--- src/rtl/chan_seq_fifo.sv ---
module chan_seq_fifo #(
  parameter int N_ENTRY = 8,
  parameter int ENTRY_W = 12,
  parameter int PHYS_W  = 2,
  parameter int DATA_W  = 16,
  parameter int RES_W   = 24,
  localparam int IDX_W  = $clog2(N_ENTRY)
) (
  input  logic                       clk,
  input  logic                       rst_n,
  input  logic [N_ENTRY*ENTRY_W-1:0] setup_regs,
  input  logic [IDX_W-1:0]           cfg_depth,
  input  logic                       cfg_multi,
  input  logic                       cfg_loop,
  input  logic                       start,
  input  logic [IDX_W-1:0]           start_entry,
  input  logic                       abort,
  output logic                       conv_req,
  output logic [PHYS_W-1:0]          conv_phys,
  output logic [ENTRY_W-1:0]         conv_setup,
  output logic                       conv_first,
  input  logic                       conv_ack,
  input  logic [DATA_W-1:0]          conv_data,
  output logic                       seq_busy,
  output logic                       seq_done,
  input  logic                       rd_en,
  output logic [RES_W-1:0]           rd_data,
  output logic [IDX_W:0]             res_count
);
  localparam int PAD_W = RES_W - DATA_W - IDX_W - PHYS_W;

  typedef enum logic [1:0] {S_IDLE, S_CONV, S_HOLD} st_t;
  st_t st;

  logic [ENTRY_W-1:0] ent [N_ENTRY];
  logic [RES_W-1:0]   mem [N_ENTRY];
  logic [IDX_W-1:0]   idx, last;
  logic               loop_q, first_q;
  logic [IDX_W:0]     wr_cnt, rd_cnt;

  for (genvar g = 0; g < N_ENTRY; g++) begin : g_unpack
    assign ent[g] = setup_regs[(N_ENTRY-1-g)*ENTRY_W +: ENTRY_W];
  end

  wire push = (st == S_CONV) && conv_ack && !abort;
  wire pop  = (st == S_HOLD) && rd_en && !abort;

  assign conv_req   = (st == S_CONV);
  assign conv_setup = ent[idx];
  assign conv_phys  = conv_setup[ENTRY_W-1 -: PHYS_W];
  assign conv_first = first_q && conv_req;
  assign seq_busy   = (st != S_IDLE);
  assign seq_done   = (st == S_HOLD);
  assign res_count  = wr_cnt - rd_cnt;
  assign rd_data    = mem[rd_cnt[IDX_W-1:0]];

  always_ff @(posedge clk) begin
    if (!rst_n) begin
      st      <= S_IDLE;
      idx     <= '0;
      last    <= '0;
      loop_q  <= 1'b0;
      first_q <= 1'b0;
      wr_cnt  <= '0;
      rd_cnt  <= '0;
    end else if (abort) begin
      st      <= S_IDLE;
      first_q <= 1'b0;
      wr_cnt  <= '0;
      rd_cnt  <= '0;
    end else begin
      case (st)
        S_IDLE: if (start) begin
          st      <= S_CONV;
          idx     <= cfg_multi ? '0 : start_entry;
          last    <= cfg_multi ? cfg_depth : start_entry;
          loop_q  <= cfg_loop && cfg_multi;
          first_q <= 1'b1;
          wr_cnt  <= '0;
          rd_cnt  <= '0;
        end
        S_CONV: if (conv_ack) begin
          wr_cnt  <= wr_cnt + 1'b1;
          first_q <= 1'b0;
          if (idx == last) st <= S_HOLD;
          else idx <= idx + 1'b1;
        end
        S_HOLD: if (rd_en) begin
          rd_cnt <= rd_cnt + 1'b1;
          if (rd_cnt + 1'b1 == wr_cnt) begin
            if (loop_q) begin
              st     <= S_CONV;
              idx    <= '0;
              wr_cnt <= '0;
              rd_cnt <= '0;
            end else begin
              st <= S_IDLE;
            end
          end
        end
        default: st <= S_IDLE;
      endcase
    end
  end

  always_ff @(posedge clk) begin
    if (push) mem[wr_cnt[IDX_W-1:0]] <= {conv_data, idx, conv_phys, {PAD_W{1'b0}}};
  end

  assert_no_overflow_R3: assert property (@(posedge clk) disable iff (!rst_n)
    push |-> (wr_cnt < (IDX_W+1)'(N_ENTRY)));
  assert_done_after_last_R4: assert property (@(posedge clk) disable iff (!rst_n)
    (push && idx == last) |=> seq_done);
  assert_done_excl_req_R4: assert property (@(posedge clk) disable iff (!rst_n)
    !(seq_done && conv_req));
  assert_pop_step_R4: assert property (@(posedge clk) disable iff (!rst_n)
    pop |=> ((rd_cnt == $past(rd_cnt) + 1'b1) || (wr_cnt == '0 && rd_cnt == '0)));
  assert_first_empty_R5: assert property (@(posedge clk) disable iff (!rst_n)
    conv_first |-> (res_count == '0));
  assert_start_ignored_R8: assert property (@(posedge clk) disable iff (!rst_n)
    (conv_req && start && !conv_ack && !abort) |=> ($stable(idx) && $stable(last)));
  assert_abort_clears_R9: assert property (@(posedge clk) disable iff (!rst_n)
    abort |=> (!seq_busy && res_count == '0));
  assert_rd_outside_done_R10: assert property (@(posedge clk) disable iff (!rst_n)
    (rd_en && !seq_done && !abort) |=> (rd_cnt == $past(rd_cnt) || rd_cnt == '0));
endmodule

--- config.mk ---
export PLATFORM = sky130hd
export DESIGN_NAME = chan_seq_fifo
export DESIGN_NICKNAME = d
export VERILOG_FILES = /design/src/rtl/chan_seq_fifo.sv
export SDC_FILE = /design/constraint.sdc
export NUM_CORES = 1
export LEC_CHECK = 0
export BUFFER_PORTS_ARGS = -buffer_cell sky130_fd_sc_hd__buf_2
export CAP_MARGIN = 20
export CELL_PAD_IN_SITES_DETAIL_PLACEMENT = 1
export CELL_PAD_IN_SITES_GLOBAL_PLACEMENT = 1
export CORE_UTILIZATION = 46
export DETAILED_ROUTE_END_ITERATION = 12
export GPL_TIMING_DRIVEN = 0
export PLACE_DENSITY = 0.85
export SLEW_MARGIN = 20
export SYNTH_ARGS = -nofsm -noshare
export SYNTH_HDL_FRONTEND = slang
export SYNTH_SLANG_ARGS = --single-unit
--- constraint.sdc ---
create_clock -name clk -period 4.12 [get_ports clk]
set_clock_uncertainty 0.15 [all_clocks]
set_input_delay 1.236 -clock clk [delete_from_list [all_inputs] [get_ports clk]]
set_output_delay 1.236 -clock clk [all_outputs]
set_load 0.1 [all_outputs]
==> impl_results.md <==
- Status: finished clean
- Fin. max-slew vios: 0
- Mapped Cells: 466
- Placeable Area: 18000 um2
- TritonRoute pass-1 iters: 4
- Hold Path Class: flip-flop to flip-flop
- Post-synth EDFFs: 168
- Post-synth top area cell: edfxtp_1
- Critical path origin: setup_regs[22]
- Die Y: 137 um
- First-pass GRT wire length: 33.3 mm
- Ratio of cells with drive above 1 in the final layout: 49.9%
- Clk_lat worst skew: 0.43 ns
- PD cells: 409 nW/um2
- Hold_ws: 0.377 ns
- Critical setup path kind: primary input to primary output
- Pleak: 3.73 nW
- Crit end category: primary output
- Overall global routing resource usage: 25.2%
- Root buffer cell: clkbuf_16
- Fmax: 249 MHz
- Synth cell types: 42
- Area delta synth->final: 23.2%
- Register bit total from synthesis: 189
- Worst Path Max Fanout: 10
- Util after Layout: 57.9%
- Post-route cell area: 10400 um2
- Total CTS buffers: 17
- PnR Total Power: 4.25 mW
- Final period util: 97.3%
- Reg-to-Reg Start: st[1]
- Synth top area cells: edfxtp_1 (60%), mux4_2 (18%), dfxtp_1 (5.0%)
- Slew headroom: 47.2%
- Sum Neg Setup Slack: 0 ns
- Top FF cell, synth: edfxtp_1
- Num Clock Sinks: 189
- Antenna violation net count after detailed routing: 0
- Final wirelength: 22.1 mm
- Row Count: 49
- Vias in the first global route: 5915
- Avg Inst Size Synth: 18.1 um2
- Max-Cap Viols: 0
- Final min period: 4.01 ns
- Port bufs: 167
- # IOs: 172
- Share of the synthesized area in the top cell type: 59.8%
- Max VDD drop: 279 uV
- Dpl cells: 874
- Initial antenna violation count: 1
- Largest net degree at the start of global routing: 22
- RePlAce Congestion: 0.830
- Dpl ws: -0.0234 ns
- CP arrival: 2.62 ns
- Final Hold Fails: 0
- Ys Warns: 0
- # hold bufs at CTS: 0
- Hold path start: rd_cnt[3]
- Worst-Margin Slew: 0.791 ns
- Final cell count without fillers: 907
- Synthesized cell area: 8440 um2
- Full die area: 18900 um2
- Via density: 5.71
- Detailed Place HPWL: 15.6 mm
- Worst EP required: 2.73 ns
- CTS H-tree lvls: 4
- RSZ-0062 raised after global routing: no
- Setup-failing EPs final: 0
- Startpoint Class: primary input
- DR vias: 5182
- Starting Density: 47.0%
- Seq/Total Area, Yosys: 64.7%
- Post-synth ARST share: 0%
- Placement Cell Area: 9790 um2
- CTS tree: built
- 1st-iter DRT viols: 277
- Worst setup margin: 0.111 ns
- Remaining Overflow, GRT: 0
- # fillers: 1708
- DRC viols: 0
- WL per Instance: 24.4 um
- Die extent in x: 137 um
- Fin nets: 801
- Clock slew seen by the registers of the worst setup and hold paths: 0.06 ns
- Clock buffer depth: 2
final timing paths:
check,cells after the start,slack [ns],endpoint
worst max-delay path,5,0.11,conv_setup[10]
worst min-delay path,2,0.38,rd_cnt[3]
worst max register to register,8,1.11,mem[0][17]
worst min register to register,2,0.38,rd_cnt[3]
where the power goes:
group | leakage, nW | internal (mW) | switching (mW) | total, mW
Sequential | 1.69 | 2.10 | 0.0110 | 2.11
Combinational | 1.76 | 0.172 | 0.390 | 0.562
Clock | 0.273 | 0.893 | 0.689 | 1.58
metal layers:
layer	share of wire, %	GRT usage (%)	vias up
met3	5.0	5.11	33
met4	2.3	9.71	0
met2	57	48.5	214
met1	36	26.7	2659
li1	-	-	2276
met5	0	0	-
cells by family (layout without fill, tap and decap cells):
logic type	Yosys count	count (layout)	synth area share, %
AOI/OAI and AO/OA	35	35	2.80
xor gates and xnor gates	10	10	1.22
adders and majority gates	11	11	1.72
buffers and inverters	47	255	2.50
DFF	189	189	64.7
muxes	105	105	22.7
other	1	5	0.0444
and+or+nand+nor	68	68	4.25
synth_stat cells (6+ instances only):
cell type / instances
nor3b_1: 6
edfxtp_1: 168
ha_1: 10
buf_2: 7
mux2i_1: 6
o21ai_0: 6
nand3_1: 10
a21oi_1: 12
mux2_2: 33
clkbuf_1: 19
dfxtp_1: 21
mux4_2: 66
inv_1: 15
nand2_1: 18
nor2_1: 13
registers in the layout, summed over array words and instances, names as in the netlist, named ones only:
name,flops
wr_cnt,4
rd_cnt,4
last,3
mem,168
loop_q,1
st,2
first_q,1
idx,3
critical path, stage by stage:
cell and delay (ns):
buf_2 0.11, mux4_2 0.45, mux2_2 0.38, buf_4 0.16, buf_2 0.28
cells in the final DEF, fill, tap and decap left out, types with 3 or more instances in the layout:
cell	instances
edfxtp_1	168
buf_2	167
mux4_2	66
mux2_2	33
dfxtp_1	19
nand2_1	18
clkbuf_16	17
inv_1	15
clkbuf_1	15
buf_4	12
a21oi_1	12
nand3_1	10
ha_1	10
nor2_1	7
buf_6	6
clkbuf_2	6
nor2_4	6
nor3b_1	6
o21ai_0	6
mux2i_1	6
xor2_1	5
nand2b_1	5
xnor2_1	4
clkinv_2	4
buf_16	4
clkbuf_4	3
nor3_2	3
and3_1	3
o211ai_1	3
o211a_1	3
conb_1	3
layout make-up:
cell class	instances	area, um2	area share (%)
Sequential cell	189	5470	52.6
Tap cell	229	287	2.76
Clock inverter	10	116	1.12
Inverter	15	56.3	0.542
Buffer	32	199	1.91
Clock buffer	21	440	4.24
Antenna cell	2	5.00	0.0481
Timing Repair Buffer	177	998	9.60
Multi-Input combinational cell	232	2830	27.2
repair_timing:
item	in CTS	in global routing
gates resized for setup	14	14
setup endpoints to repair	23	22
pin swaps	0	0
buffers inserted	0	0
cloned	0	0
(Power assumes the default switching activity.)
